File: src/rtl/sirq_pkg.sv
package sirq_pkg;

  typedef enum logic [1:0] {
    PH_SAMPLE  = 2'd0,
    PH_RECOVER = 2'd1,
    PH_TURN    = 2'd2,
    PH_SPARE   = 2'd3
  } sirq_phase_e;

endpackage

File: src/rtl/sirq_slot_decode.sv
module sirq_slot_decode #(
  parameter int NUM_ISA = 16,
  parameter int NUM_PCI = 4,
  parameter int IDX_W   = 5
) (
  input  logic               slot_vld,
  input  logic [IDX_W-1:0]   slot_idx,
  input  logic [1:0]         slot_phase,
  output logic               sample_hit,
  output logic [NUM_ISA-1:0] isa_sel,
  output logic [NUM_PCI-1:0] pci_sel
);
  import sirq_pkg::*;

  localparam int NUM_SLOTS = NUM_ISA + 1 + NUM_PCI;
  localparam int PCI_BASE  = NUM_ISA + 1;

  logic in_range;
  logic is_sample;

  assign in_range   = slot_idx < IDX_W'(NUM_SLOTS);
  assign is_sample  = slot_vld && (slot_phase == PH_SAMPLE);
  assign sample_hit = is_sample && in_range;

  for (genvar i = 0; i < NUM_ISA; i++) begin : g_isa
    assign isa_sel[i] = is_sample && (slot_idx == IDX_W'(i));
  end

  for (genvar j = 0; j < NUM_PCI; j++) begin : g_pci
    assign pci_sel[j] = is_sample && (slot_idx == IDX_W'(PCI_BASE + j));
  end

endmodule

File: src/rtl/sirq_irq_latch.sv
module sirq_irq_latch #(
  parameter int W = 16
) (
  input  logic         clk,
  input  logic         rst_n,
  input  logic [W-1:0] sel,
  input  logic         line_in,
  output logic [W-1:0] pull
);

  for (genvar i = 0; i < W; i++) begin : g_bit
    always_ff @(posedge clk or negedge rst_n) begin
      if (!rst_n)      pull[i] <= 1'b0;
      else if (sel[i]) pull[i] <= ~line_in;
    end
  end

  p_one_slot_r9: assert property (@(posedge clk) disable iff (!rst_n)
    $onehot0(sel));

  p_hold_unselected_r9: assert property (@(posedge clk) disable iff (!rst_n)
    (sel == '0) |=> $stable(pull));

  p_capture_r2: assert property (@(posedge clk) disable iff (!rst_n)
    (sel != '0) |=> ($countones(pull & $past(sel)) == ($past(line_in) ? 0 : 1)));

endmodule

File: src/rtl/sirq_line_drive.sv
module sirq_line_drive (
  input  logic clk,
  input  logic rst_n,
  input  logic sample_hit,
  input  logic line_in,
  input  logic drive_hi,
  output logic line_drive_high
);

  always_ff @(posedge clk or negedge rst_n) begin
    if (!rst_n) line_drive_high <= 1'b0;
    else        line_drive_high <= sample_hit && !line_in && drive_hi;
  end

  p_drive_cause_r6: assert property (@(posedge clk) disable iff (!rst_n)
    line_drive_high |-> $past(sample_hit && !line_in));

  p_mode_low_quiet_r7: assert property (@(posedge clk) disable iff (!rst_n)
    line_drive_high |-> $past(drive_hi));

  p_drive_single_r6: assert property (@(posedge clk) disable iff (!rst_n)
    (line_drive_high && !sample_hit) |=> !line_drive_high);

endmodule

File: src/rtl/sirq_frame_decoder.sv
module sirq_frame_decoder #(
  parameter int NUM_ISA = 16,
  parameter int NUM_PCI = 4
) (
  input  logic               clk,
  input  logic               rst_n,
  input  logic               slot_vld,
  input  logic [4:0]         slot_idx,
  input  logic [1:0]         slot_phase,
  input  logic               line_in,
  input  logic               drive_hi,
  output logic [NUM_ISA-1:0] isa_pull,
  output logic [NUM_PCI-1:0] pci_pull,
  output logic               line_drive_high
);

  localparam int NUM_SLOTS = NUM_ISA + 1 + NUM_PCI;
  localparam int IDX_W     = 5;
  localparam int CHK_SLOT  = NUM_ISA;

  logic               sample_hit;
  logic [NUM_ISA-1:0] isa_sel;
  logic [NUM_PCI-1:0] pci_sel;

  sirq_slot_decode #(
    .NUM_ISA (NUM_ISA),
    .NUM_PCI (NUM_PCI),
    .IDX_W   (IDX_W)
  ) u_decode (
    .slot_vld   (slot_vld),
    .slot_idx   (slot_idx),
    .slot_phase (slot_phase),
    .sample_hit (sample_hit),
    .isa_sel    (isa_sel),
    .pci_sel    (pci_sel)
  );

  sirq_irq_latch #(.W(NUM_ISA)) u_isa (
    .clk     (clk),
    .rst_n   (rst_n),
    .sel     (isa_sel),
    .line_in (line_in),
    .pull    (isa_pull)
  );

  sirq_irq_latch #(.W(NUM_PCI)) u_pci (
    .clk     (clk),
    .rst_n   (rst_n),
    .sel     (pci_sel),
    .line_in (line_in),
    .pull    (pci_pull)
  );

  sirq_line_drive u_drive (
    .clk             (clk),
    .rst_n           (rst_n),
    .sample_hit      (sample_hit),
    .line_in         (line_in),
    .drive_hi        (drive_hi),
    .line_drive_high (line_drive_high)
  );

  p_reset_quiet_r1: assert property (@(posedge clk)
    !rst_n |-> (isa_pull == '0 && pci_pull == '0 && !line_drive_high));

  p_check_slot_dropped_r4: assert property (@(posedge clk) disable iff (!rst_n)
    (slot_vld && slot_idx == IDX_W'(CHK_SLOT) && slot_phase == 2'd0)
      |=> $stable({isa_pull, pci_pull}));

  p_out_of_range_r8: assert property (@(posedge clk) disable iff (!rst_n)
    (slot_vld && slot_idx >= IDX_W'(NUM_SLOTS))
      |=> ($stable({isa_pull, pci_pull}) && !line_drive_high));

  p_non_sample_r5: assert property (@(posedge clk) disable iff (!rst_n)
    (!slot_vld || slot_phase != 2'd0) |=> $stable({isa_pull, pci_pull}));

endmodule

File: config.mk
export PLATFORM = sky130hd
export DESIGN_NAME = sirq_frame_decoder
export DESIGN_NICKNAME = d
export VERILOG_FILES = /design/src/rtl/sirq_pkg.sv /design/src/rtl/sirq_slot_decode.sv /design/src/rtl/sirq_irq_latch.sv /design/src/rtl/sirq_line_drive.sv /design/src/rtl/sirq_frame_decoder.sv
export SDC_FILE = /design/constraint.sdc
export NUM_CORES = 1
export LEC_CHECK = 0
export CELL_PAD_IN_SITES_DETAIL_PLACEMENT = 0
export CELL_PAD_IN_SITES_GLOBAL_PLACEMENT = 1
export CORE_MARGIN = 1.5
export CORE_UTILIZATION = 30
export CTS_CLUSTER_DIAMETER = 50
export DETAILED_ROUTE_END_ITERATION = 10
export MAX_ROUTING_LAYER = met4
export PLACE_DENSITY_LB_ADDON = 0.1
export SYNTH_ARGS = -nofsm -noshare
export SYNTH_HDL_FRONTEND = slang
export SYNTH_SLANG_ARGS = --single-unit
File: constraint.sdc
create_clock -name clk -period 0.9 [get_ports clk]
set_clock_uncertainty 0.2 [all_clocks]
set_input_delay 0.18 -clock clk [delete_from_list [all_inputs] [get_ports clk]]
set_output_delay 0.18 -clock clk [all_outputs]
set_load 0.02 [all_outputs]
==> qor.txt <==
Flop pwr share: 0.420
Synthesized area: 1010 um2
Yosys top cell by area: dfrtp_1
Crit path depth: 5
Fmax: 674 MHz
CTS Sinks: 21
Fin crit period: 1.48 ns
Slew Limit Fails: 0
CTS Buffer Depth: 2
CTS clock-pin slew for the worst setup and hold paths: 0.13 ns
Net Switching: 0.800 mW
Failing checks: negative hold slack, negative setup slack
Hold/Removal Path Class: in -> reg
Routed WL: 3.43 mm
WHS: -0.0221 ns
Distinct cells, synth: 20
R2R depth: 5
Leak: 1.03 nW
Buf+Inv Stages, Crit Path: 2
Vias/cell: 4.93
Die X: 60.9 um
DRT iter0 DRCs: 28
Final setup fails: 42
CP Capture Type: register
Core area: 3130 um2
Post-DP HPWL: 2.07 mm
Pint: 1.74 mW
Initial antenna violation count: 0
Switching Share: 0.315
Worst path arrival time: 1.50 ns
Overall power: 2.54 mW
CP startpoint: slot_idx[2]
Relative slew margins: 0.783
Worst r2r dst: u_isa.pull[0]$_DFFE_PN0P_
Routed wire per std cell: 15.0 um
Most used cell along the critical path: buf_6
Critical path peak fanout: 5
#FFs+latches synth: 21
N_diodes: 0
Net Count, Synth: 106
Fillers: 218
Top cell type's share of synthesized area: 0.522
Pwr dens: 1090 nW/um2
Die area: 3710 um2
Gate count of the mapped netlist: 94
Synthesis-to-finish area growth: 132%
Setup crit start kind: primary input
CP Data Required Time: 0.92 ns
Avg Cell Area, Syn: 10.7 um2
Status: finished, violations left
Die height: 60.9 um
Vias in the first global route: 1076
Final nets: 198
R2R Setup Slk: -0.33 ns
# DRC: 0
H-tree levels: 1
Hold Path Origin: drive_hi
Crit-path cells: buf_6 -> or4b_4 -> buf_6 -> or2_4 -> o31ai_2
Worst-Margin Slew: 0.322 ns
Starting Density: 0.322
Setup ws final: -0.583 ns
Slowest cell on crit path: or4b_4
Dpl ws: -1.29 ns
Grt total ovfl: 0
Reg2reg start: u_isa.pull[0]$_DFFE_PN0P_
First-pass detailed-route iteration total: 4
Gr usage total: 0.182
Total CTS buffers: 3
Port Buf Inserts: 32
Clock Power Share: 0.188
Synth area leaders: dfrtp_1, o31ai_1, o41ai_1
Final worst-path cycle share: 1.65
Setup CP Type: in -> reg
Gate power share: 0.391
Sequential share of the synthesized area: 0.522
Crit-path max cell delay: 0.58 ns
Global-route wire length before repair: 4.77 mm
RSZ-0062 raised after global routing: true
Insertion delay to the later sink of the worst-skew pair: 0.31 ns
Antenna Nets Post-Route: 0
IO Count: 33
Final Hold Vio Count: 12
Largest net degree at the start of global routing: 22
TritonCTS clock tree: built
Layout cells sized above 1: 0.784
Via count: 1130
Worst setup path endpoint: u_pci.pull[0]$_DFFE_PN0P_
Standard-cell rows: 20
Delay-heaviest family, CP: simple AND/OR/NAND/NOR gates
Max-cap check violation count: 0
CTS Root Cell: clkbuf_4
Peak VDD IR: 0.564 mV
GP Congestion: 0.812
Synth warn: 0
registers in the layout (all words and copies together), names as in the netlist:
name / count
u_isa.pull: 16
u_pci.pull: 4
u_drive.line_drive_high: 1
timing repair:
item                                    4_1_cts  5_1_grt
endpoints found under the setup margin       42       42
gates resized for setup                     196       32
hold endpoints to repair                     12       22
buffers inserted                             14       11
gates cloned                                  1        1
pin swaps                                    12       12
synthesized netlist by cell type:
cell,count
o31ai_1,24
dfrtp_1,21
clkbuf_1,9
o21ai_0,7
o41ai_1,6
nand2b_1,5
buf_1,2
nand2_1,2
nand4bb_1,2
o21ai_1,2
or2_1,2
or3_1,2
or4_1,2
or4b_1,2
a21oi_1,1
inv_1,1
mux2i_1,1
nand4b_1,1
nor4_1,1
or2_2,1
metal layers:
layer,up-vias,track usage,routed length [um]
met4,0,0.0683,21
met5,-,-,0
li1,555,-,-
met3,2,0.0277,83
met1,554,0.204,1470
met2,19,0.324,1860
final cells by class:
cell class	count	area, um2	share of cell area
Inverter	1	3.75	0.00161
Tap cell	44	55.1	0.0236
Clock buffer	4	26.3	0.0113
Multi-Input combinational cell	62	820	0.352
Sequential cell	21	526	0.226
Timing Repair Buffer	97	900	0.386
metrics by stage:
stage / hold slack (ns) / std cells / area, um2 / TNS, ns / utilization
final: -0.0221 / 229 / 2330 / -15.27 / 0.745
after global routing: -0.00778 / 229 / 2330 / -16.38 / 0.745
after CTS: -0.0253 / 217 / 2040 / -15.49 / 0.653
after detailed placement: 0.305 / 198 / 1730 / -31.57 / 0.552
after global placement: 0.276 / 198 / 1730 / -30.80 / 0.552
after floorplan: -0.316 / 94 / 1150 / -10.67 / -
kinds of logic after synthesis:
kind of cell | count (synthesis) | synth area share
AND/OR/NAND/NOR | 20 | 0.142
multiplexers | 1 | 0.00995
flip-flops | 21 | 0.522
buffers and inverters | 12 | 0.0448
AO/OA/AOI/OAI | 40 | 0.281
cells in the final DEF (no fill, tap or decap), drive strengths merged, types with 2 or more instances in the layout:
cell     Yosys  routed
buf          2      93
nand2        2       2
nand2b       5       6
clkbuf       9       5
or2          3       3
o21ai        9       9
or4b         2       2
dfrtp       21      21
o31ai       24      24
o41ai        6       6
nand4bb      2       2
or3          2       2
or4          2       2
worst min-delay path, cell delays in order:
cell     delay [ns]
buf_2          0.10
nand2_2        0.05
or4_4          0.11
a21oi_2        0.03
power groups by stage:
| stage | sequential, mW | combinational (mW) | clock (mW) |
|---|---|---|---|
| floorplan | 1.16 | 0.204 | 0 |
| global placement | 1.07 | 0.680 | 0 |
| detailed placement | 1.07 | 0.688 | 0 |
| CTS | 1.07 | 0.837 | 0.487 |
| global route | 1.08 | 1.05 | 0.513 |
| finish | 1.07 | 0.995 | 0.479 |
worst min-delay path by stage:
stage                                              to  slack [ns]  cells after the start
CTS                 u_drive.line_drive_high$_DFF_PN0_       -0.03                      4
global placement            u_isa.pull[4]$_DFFE_PN0P_        0.28                      2
global route        u_drive.line_drive_high$_DFF_PN0_      -0.008                      4
finish              u_drive.line_drive_high$_DFF_PN0_       -0.02                      4
floorplan           u_drive.line_drive_high$_DFF_PN0_       -0.32                      0
detailed placement          u_isa.pull[4]$_DFFE_PN0P_        0.31                      2
Note: power is estimated with default switching activity, not from simulation.
